$ cat src/rtl/revdiv_pkg.sv
package revdiv_pkg;
  typedef enum logic [1:0] {
    RES_QUOT = 2'd0,
    RES_INF  = 2'd1,
    RES_ZERO = 2'd2
  } resKind_e;

  typedef struct packed {
    logic     load;
    logic     step;
    resKind_e kind;
  } dpStrobe_t;
endpackage

$ cat src/rtl/revdiv_ctrl.sv
module revdiv_ctrl
  import revdiv_pkg::*;
#(
  parameter int QBITS = 24
) (
  input  logic       clk,
  input  logic       rstN,
  input  logic       start,
  input  logic [7:0] opByte0,
  input  logic [7:0] opByte1,
  input  logic [7:0] emptyTags,
  input  logic [2:0] topIn,
  input  logic       zdMask,
  input  logic       divZero,
  input  logic       divInf,
  input  logic       dvdInf,
  output dpStrobe_t  stb,
  output logic       dvdFromMem,
  output logic       dvdIsInt,
  output logic [2:0] dvdIdx,
  output logic [2:0] divIdx,
  output logic       busy,
  output logic       done,
  output logic       wrEn,
  output logic [2:0] wrIdx,
  output logic       popEn,
  output logic [2:0] popIdx,
  output logic [2:0] newTop,
  output logic       invalid,
  output logic       zeroDiv
);
  localparam int CW = $clog2(QBITS);

  typedef enum logic [1:0] {S_IDLE, S_DIV, S_DONE} state_e;

  state_e   state;
  logic [CW-1:0] cnt;
  resKind_e rKind;
  logic     rWr, rPop, rInv, rZd;
  logic [2:0] rTop, rDst;

  logic opValid, doPop, memForm, isMemOp;
  logic [2:0] dvdK, divK, dstK;
  logic accept;

  // Opcode decode: operand roles as stack offsets
  always_comb begin
    isMemOp = (opByte0 == 8'hD8) || (opByte0 == 8'hDC) ||
              (opByte0 == 8'hDA) || (opByte0 == 8'hDE);
    memForm = isMemOp && (opByte1[7:6] != 2'b11) && (opByte1[5:3] == 3'd7);
    opValid = memForm;
    doPop   = 1'b0;
    dvdK    = 3'd0;
    divK    = 3'd0;
    dstK    = 3'd0;
    if (opByte1[7:6] == 2'b11) begin
      if (opByte0 == 8'hD8 && opByte1[7:3] == 5'b11111) begin
        opValid = 1'b1;
        dvdK    = opByte1[2:0];
      end else if ((opByte0 == 8'hDC || opByte0 == 8'hDE) && opByte1[7:3] == 5'b11110) begin
        opValid = 1'b1;
        divK    = opByte1[2:0];
        dstK    = opByte1[2:0];
        doPop   = (opByte0 == 8'hDE);
      end
    end
    dvdFromMem = memForm;
    dvdIsInt   = memForm && (opByte0 == 8'hDA || opByte0 == 8'hDE);
    dvdIdx     = topIn + dvdK;
    divIdx     = topIn + divK;
  end

  assign accept = (state == S_IDLE) && start;

  always_ff @(posedge clk) begin
    if (!rstN) begin
      state <= S_IDLE;
      cnt   <= '0;
      rKind <= RES_QUOT;
      rWr   <= 1'b0;
      rPop  <= 1'b0;
      rInv  <= 1'b0;
      rZd   <= 1'b0;
      rTop  <= 3'd0;
      rDst  <= 3'd0;
    end else begin
      case (state)
        S_IDLE: if (accept) begin
          rTop  <= topIn;
          rDst  <= topIn + dstK;
          rWr   <= 1'b0;
          rPop  <= 1'b0;
          rInv  <= 1'b0;
          rZd   <= 1'b0;
          rKind <= RES_QUOT;
          cnt   <= '0;
          state <= S_DONE;
          if (!opValid || emptyTags[divIdx]) begin
            rInv <= 1'b1;
          end else if (divZero) begin
            if (zdMask) begin
              rWr   <= 1'b1;
              rPop  <= doPop;
              rKind <= RES_INF;
            end else begin
              rZd <= 1'b1;
            end
          end else if (divInf) begin
            if (dvdInf) begin
              rInv <= 1'b1;
            end else begin
              rWr   <= 1'b1;
              rPop  <= doPop;
              rKind <= RES_ZERO;
            end
          end else if (dvdInf) begin
            rWr   <= 1'b1;
            rPop  <= doPop;
            rKind <= RES_INF;
          end else begin
            rWr   <= 1'b1;
            rPop  <= doPop;
            state <= S_DIV;
          end
        end
        S_DIV: begin
          cnt <= cnt + 1'b1;
          if (cnt == CW'(QBITS - 1)) state <= S_DONE;
        end
        default: state <= S_IDLE;
      endcase
    end
  end

  assign stb.load = accept;
  assign stb.step = (state == S_DIV);
  assign stb.kind = rKind;

  assign busy    = (state == S_DIV);
  assign done    = (state == S_DONE);
  assign wrEn    = done && rWr;
  assign wrIdx   = rDst;
  assign popEn   = done && rPop;
  assign popIdx  = rTop;
  assign newTop  = rTop + 3'd1;
  assign invalid = done && rInv;
  assign zeroDiv = done && rZd;
endmodule

$ cat src/rtl/revdiv_dpath.sv
module revdiv_dpath
  import revdiv_pkg::*;
#(
  parameter int MW   = 16,
  parameter int FRAC = 8
) (
  input  logic                clk,
  input  logic                rstN,
  input  dpStrobe_t           stb,
  input  logic [MW+1:0]       memOperand,
  input  logic [8*(MW+2)-1:0] stackFlat,
  input  logic                dvdFromMem,
  input  logic                dvdIsInt,
  input  logic [2:0]          dvdIdx,
  input  logic [2:0]          divIdx,
  output logic                divZero,
  output logic                divInf,
  output logic                dvdInf,
  output logic [MW+1:0]       wrVal
);
  localparam int VW    = MW + 2;
  localparam int QBITS = MW + FRAC;
  localparam int INTW  = MW - FRAC;

  logic [VW-1:0]   divRaw, dvdSel, intVal;
  logic [INTW-1:0] intRaw, intAbs;
  logic [MW:0]     trial, diff;
  logic            sgn, sat;
  logic [MW-1:0]   divMag, rem;
  logic [QBITS-1:0] sh, quo;

  always_comb begin
    intRaw = memOperand[INTW-1:0];
    intAbs = intRaw[INTW-1] ? (~intRaw + 1'b1) : intRaw;
    intVal = {intRaw[INTW-1], 1'b0, intAbs, {FRAC{1'b0}}};
    divRaw = stackFlat[divIdx*VW +: VW];
    if (dvdFromMem) dvdSel = dvdIsInt ? intVal : memOperand;
    else            dvdSel = stackFlat[dvdIdx*VW +: VW];
    divInf  = divRaw[VW-2];
    divZero = !divRaw[VW-2] && (divRaw[MW-1:0] == '0);
    dvdInf  = dvdSel[VW-2];
  end

  // Restoring divider, one quotient bit per step
  assign trial = {rem, sh[QBITS-1]};
  assign diff  = trial - {1'b0, divMag};

  always_ff @(posedge clk) begin
    if (!rstN) begin
      sgn    <= 1'b0;
      divMag <= '0;
      rem    <= '0;
      sh     <= '0;
      quo    <= '0;
    end else if (stb.load) begin
      sgn    <= dvdSel[VW-1] ^ divRaw[VW-1];
      divMag <= divRaw[MW-1:0];
      rem    <= '0;
      sh     <= {dvdSel[MW-1:0], {FRAC{1'b0}}};
      quo    <= '0;
    end else if (stb.step) begin
      sh <= {sh[QBITS-2:0], 1'b0};
      if (!diff[MW]) begin
        rem <= diff[MW-1:0];
        quo <= {quo[QBITS-2:0], 1'b1};
      end else begin
        rem <= trial[MW-1:0];
        quo <= {quo[QBITS-2:0], 1'b0};
      end
    end
  end

  assign sat = |quo[QBITS-1:MW];

  always_comb begin
    case (stb.kind)
      RES_INF:  wrVal = {sgn, 1'b1, {MW{1'b0}}};
      RES_ZERO: wrVal = {sgn, 1'b0, {MW{1'b0}}};
      default:  wrVal = {sgn, 1'b0, sat ? {MW{1'b1}} : quo[MW-1:0]};
    endcase
  end
endmodule

$ cat src/rtl/revdiv_unit.sv
module revdiv_unit
  import revdiv_pkg::*;
#(
  parameter int MW   = 16,
  parameter int FRAC = 8
) (
  input  logic                clk,
  input  logic                rstN,
  input  logic                start,
  input  logic [7:0]          opByte0,
  input  logic [7:0]          opByte1,
  input  logic [MW+1:0]       memOperand,
  input  logic [8*(MW+2)-1:0] stackFlat,
  input  logic [7:0]          emptyTags,
  input  logic [2:0]          topIn,
  input  logic                zdMask,
  output logic                busy,
  output logic                done,
  output logic                wrEn,
  output logic [2:0]          wrIdx,
  output logic [MW+1:0]       wrVal,
  output logic                popEn,
  output logic [2:0]          popIdx,
  output logic [2:0]          newTop,
  output logic                invalid,
  output logic                zeroDiv
);
  localparam int QBITS = MW + FRAC;

  dpStrobe_t  stb;
  logic       dvdFromMem, dvdIsInt, divZero, divInf, dvdInf;
  logic [2:0] dvdIdx, divIdx;

  revdiv_ctrl #(.QBITS(QBITS)) i_ctrl (
    .clk(clk), .rstN(rstN), .start(start), .opByte0(opByte0), .opByte1(opByte1),
    .emptyTags(emptyTags), .topIn(topIn), .zdMask(zdMask),
    .divZero(divZero), .divInf(divInf), .dvdInf(dvdInf),
    .stb(stb), .dvdFromMem(dvdFromMem), .dvdIsInt(dvdIsInt),
    .dvdIdx(dvdIdx), .divIdx(divIdx),
    .busy(busy), .done(done), .wrEn(wrEn), .wrIdx(wrIdx),
    .popEn(popEn), .popIdx(popIdx), .newTop(newTop),
    .invalid(invalid), .zeroDiv(zeroDiv)
  );

  revdiv_dpath #(.MW(MW), .FRAC(FRAC)) i_dpath (
    .clk(clk), .rstN(rstN), .stb(stb), .memOperand(memOperand),
    .stackFlat(stackFlat), .dvdFromMem(dvdFromMem), .dvdIsInt(dvdIsInt),
    .dvdIdx(dvdIdx), .divIdx(divIdx),
    .divZero(divZero), .divInf(divInf), .dvdInf(dvdInf), .wrVal(wrVal)
  );
endmodule

$ cat config.mk
export PLATFORM = sky130hd
export DESIGN_NAME = revdiv_unit
export DESIGN_NICKNAME = d
export VERILOG_FILES = /design/src/rtl/revdiv_pkg.sv /design/src/rtl/revdiv_ctrl.sv /design/src/rtl/revdiv_dpath.sv /design/src/rtl/revdiv_unit.sv
export SDC_FILE = /design/constraint.sdc
export NUM_CORES = 1
export LEC_CHECK = 0
export ABC_CLOCK_PERIOD_IN_PS = 5600
export BUFFER_PORTS_ARGS = -buffer_cell sky130_fd_sc_hd__buf_2
export CAP_MARGIN = 20
export CELL_PAD_IN_SITES_DETAIL_PLACEMENT = 2
export CELL_PAD_IN_SITES_GLOBAL_PLACEMENT = 2
export CORE_MARGIN = 2
export CORE_UTILIZATION = 31
export DETAILED_ROUTE_END_ITERATION = 10
export PLACE_DENSITY_LB_ADDON = 0.1
export RECOVER_POWER = 100
export SETUP_SLACK_MARGIN = 0.3
export SYNTH_ARGS = -nofsm -noshare
export SYNTH_HDL_FRONTEND = slang
export SYNTH_SLANG_ARGS = --single-unit
$ cat constraint.sdc
create_clock -name clk -period 5.6 [get_ports clk]
set_clock_uncertainty 0.1 [all_clocks]
set_input_delay 1.12 -clock clk [delete_from_list [all_inputs] [get_ports clk]]
set_output_delay 1.12 -clock clk [all_outputs]
set_load 0.01 [all_outputs]
==> flow_results.org <==
** Layout
- Most common library cell in the layout ignoring fill and taps :: buf_2
- For this run, the post-layout net count is 1202.
- Fraction of layout cells with a size suffix above 1 :: 30.33%
- Layout filler cell count :: 2713
- The area growth from synthesis to layout is 22.69%.
- Most frequent cells in the layout :: buf_2 (192), nand2_1 (114), dfxtp_1 (92), mux4_2 (72), a21oi_1 (61)

** Run status
- Violations in the final reports :: capacitance limit, slew limit
- Run status :: finished, violations left

** Logic synthesis
- Mapped Area :: 7351 sq um
- Number of instances in the synthesized netlist :: 791
- The synthesized netlist contains 63 unique library cells.
- Counting every net in the synthesized netlist gives roughly 1.0k.
- For this run, the register share of the synthesized area comes to 25.06%.
- After synthesis, the mean cell area works out to 9.293 sq um.
- Ys async rst share :: 0%
- In the synthesized netlist the dominant register cell turns out to be dfxtp_1.
- During synthesis, Yosys emitted a total of 0 warnings.
- The synthesized design contains 92 register bits.
- Number of enable flip-flop cells after synthesis :: 0

** GRT
- Number of antenna violations at the first check in global routing :: 1
- Global-route usage over all layers :: 23.95%
- Wire length of the first global-routing pass :: roughly 46000 um
- Maximum number of pins on one net before global-route repair :: 59
- Vias in the first global route :: 7801
- For this run the aggregate overflow at the end of global routing stands at 0.

** Floorplanning
- Number of top-level pins :: 226
- Total core area :: 23400 sq um
- The die covers 24960 sq um.
- The die is 158.0 um tall.
- Site row count :: 56
- Die width :: 158.0 um
- Initial Util :: 31.41%

** Setup path
- Top cell by count, worst path :: nor4b_1
- Crit path buffers/inverters :: 3
- At the worst endpoint, the required time is 5.75 ns.
- For this run, the slowest stage of the critical path takes 0.87 ns.
- The cell family contributing the most delay on the critical path is simple AND/OR/NAND/NOR gates.
- STA classifies the critical path endpoint as a register.
- For the worst setup path, the data arrival time is 5.20 ns.
- Crit path launch type :: primary input
- Critical path type :: primary input to register
- The largest individual stage delay along the critical path comes from the cell fa_4.
- Ordered list of cells on the worst path :: buf_2 > nand4_2 > inv_1 > nand3_1 > nor4b_1 > clkbuf_1 > and2_1 > fa_4 > mux4_2 > nor4_1 > nand4_1 > nor4b_1 > or3_1 > a211oi_1 > a32o_1
- Along the worst path, the maximum fanout reaches 33.

** Pwr
- The design draws 2.200 mW.
- Static Leak :: 3.685 nW
- The worst-case IR drop observed on VDD is 0.1505 mV.
- Total power divided by cell area :: 244.0 nW/um^2

** Clock network
- Buffers added to address setup during post-CTS repair amount to 0.
- TritonCTS built the clock tree.
- H-tree levels :: 3
- Sinks on Clock Net :: just over 90
- CTS placed an instance of clkbuf_16 at the clock tree root.
- Worst-skew pair later-pin latency :: roughly 0.35 ns
- Counting along the longest clock path gives a buffer depth of 2.
- After clock tree synthesis, the clock-pin slew on the worst setup and hold paths is 0.08 ns.
- Clock tree synthesis inserted a total of 9 buffers.

** Timing
- Peak Freq :: between 150 and 200 MHz
- The worst path uses 90.21% of the clock period.
- Setup violations remaining at the end of the flow were counted as 0.
- Setup repair after global routing left no endpoint under its margin.
- Max-slew headroom at the worst pin :: -69.85%
- The total count of hold-check failures in the final report is 0.
- Aggregate negative setup slack :: 0 ns
- Slew at the pin closest to its max-slew limit :: roughly 2.5 ns
- Final Critical Period :: approximately 5.1 ns
- The final-report max-slew violation count came to 101.

** Placement
- Hpwl dp :: 23880 um
- The congestion estimate from routability-driven global placement came to ~0.90.
- The count of buffers added on input and output ports is 225.

** Routing
- Total detailed-routing wirelength :: 29890 um
- The routed layout has approximately 7.4k vias.
- Mean number of vias per cell :: 5.629
- In the routed design, unresolved DRC markers number 0.
- First DRT Iteration DRCs :: 427
- In this run the remaining antenna-violating nets after routing total 0.
- Average routed wire per standard cell :: 22.83 um
- The first TritonRoute pass finished after 7 iterations.

** Job
- Reported max-cap violation count :: 2

** Min path
- The path class of the tightest hold or removal check is register to register.
## power by group
| group | switching [mW] | internal, mW | total [mW] | leakage [nW] |
|---|---|---|---|---|
| Clock | 0.320 | 0.320 | 0.640 | 0.147 |
| Sequential | 0.0333 | 0.703 | 0.736 | 0.752 |
| Combinational | 0.457 | 0.367 | 0.824 | 2.79 |
| Total | 0.810 | 1.39 | 2.20 | 3.68 |
## metal layers
metal / track usage, % / share of wire [%]
met1: 30.59 / 42
met2: 42.30 / 51
met3: 4.599 / 5.0
met4: 4.547 / 1.4
met5: 0 / 0
## synth_stat cells, drive strengths merged (3+ instances only)
library cell  count  area, sq um
mux2i            38        380.4
fa                3        60.06
and2             16        100.1
buf              14        67.56
nand3            10        50.05
nand2b            7        43.79
mux4             73         1648
a211oi            7        57.55
xor2              8        70.07
dfxtp            92         1842
o22ai            11        68.82
nor2             19        71.32
o31ai            10        75.07
a21oi            61        305.3
o21a             19        142.6
nor2b            10        62.56
or3               4        25.02
a21boi            5        37.54
a22oi             5        37.54
nor3             13        65.06
o211a            17        170.2
o211ai            5        37.54
o21ai            48        240.2
or2               4        25.02
clkbuf           43        161.4
nand2           114        427.9
ha               22        275.3
o221ai            5        43.79
nor4             14        102.6
a21o              6        45.04
and3              3        18.77
a31oi            10        62.56
xnor2            14        130.1
inv              29        108.9
nand4             7        50.05
## worst register-to-register path, cell delays in order (launching register included)
cell and delay [ns]:
dfxtp_1 0.44, nor2_1 0.09, nor2_1 0.09, clkbuf_1 0.60, nand2_1 0.22, inv_1 0.12, clkbuf_1 1.81, nand4_1 0.19
o21ai_0 0.23, and2_1 0.14
## cells by family after synthesis
logic type	share of synthesized area (%)
AO/OA/AOI/OAI	19.85
multiplexers	27.90
XOR/XNOR	2.724
buffers and inverters	4.647
flip-flops	25.06
AND/OR/NAND/NOR	15.27
adder cells (fa/ha/maj)	4.562
## sequential cells by signal (all words and copies together), names as in the netlist
name            flops
i_dpath.rem        16
i_ctrl.rInv         1
i_ctrl.state        2
i_dpath.sgn         1
i_ctrl.cnt          5
i_ctrl.popIdx       3
i_dpath.divMag     16
i_ctrl.rPop         1
i_ctrl.rWr          1
i_ctrl.rZd          1
i_dpath.sh         16
i_ctrl.rKind        2
i_dpath.quo        24
i_ctrl.wrIdx        3
## final cells by class
| class | count | area [sq um] | share of cell area, % |
|---|---|---|---|
| multi-input cells | 612 | 5179 | 57.42 |
| well taps | 319 | 399.1 | 4.426 |
| diodes | 1 | 2.502 | 0.02775 |
| flip-flops and latches | 92 | 1842 | 20.42 |
| repair buffers | 239 | 1181 | 13.10 |
| clock inverters | 7 | 77.57 | 0.8602 |
| clock buffers | 9 | 225.2 | 2.497 |
| inverters | 30 | 112.6 | 1.249 |
## worst paths after layout
check / from / endpoint / slack [ns] / depth (start not counted)
max: opByte1[5] / i_ctrl.rPop$_SDFFE_PN0P_ / 0.55 / 15
min: i_dpath.sh[12]$_SDFFE_PN0P_ / i_dpath.sh[12]$_SDFFE_PN0P_ / 0.36 / 2
max reg2reg: i_ctrl.state[0]$_SDFFE_PN0P_ / i_ctrl.cnt[4]$_SDFFE_PN0P_ / 1.50 / 9
min reg2reg: i_dpath.sh[12]$_SDFFE_PN0P_ / i_dpath.sh[12]$_SDFFE_PN0P_ / 0.36 / 2
## what timing repair did
item / CTS / global route
endpoints found under the setup margin: 0 / 2
resized for setup: 0 / 2
hold buffers: 0 / 0
## stage by stage
step	hold WS, ns	setup slack [ns]	instance area [sq um]	utilization (%)	cells
2_1_floorplan	0.3167	1.001	7351	-	791
3_3_place_gp	0.3291	0.3463	8792	37.57	1292
3_5_place_dp	0.3425	0.1481	8792	37.57	1292
4_1_cts	0.3596	0.5120	9095	38.86	1308
5_1_grt	0.3794	0.1981	9016	38.53	1308
6_report	0.3608	0.5480	9019	38.54	1309
Power figures use the tool's default switching activity.
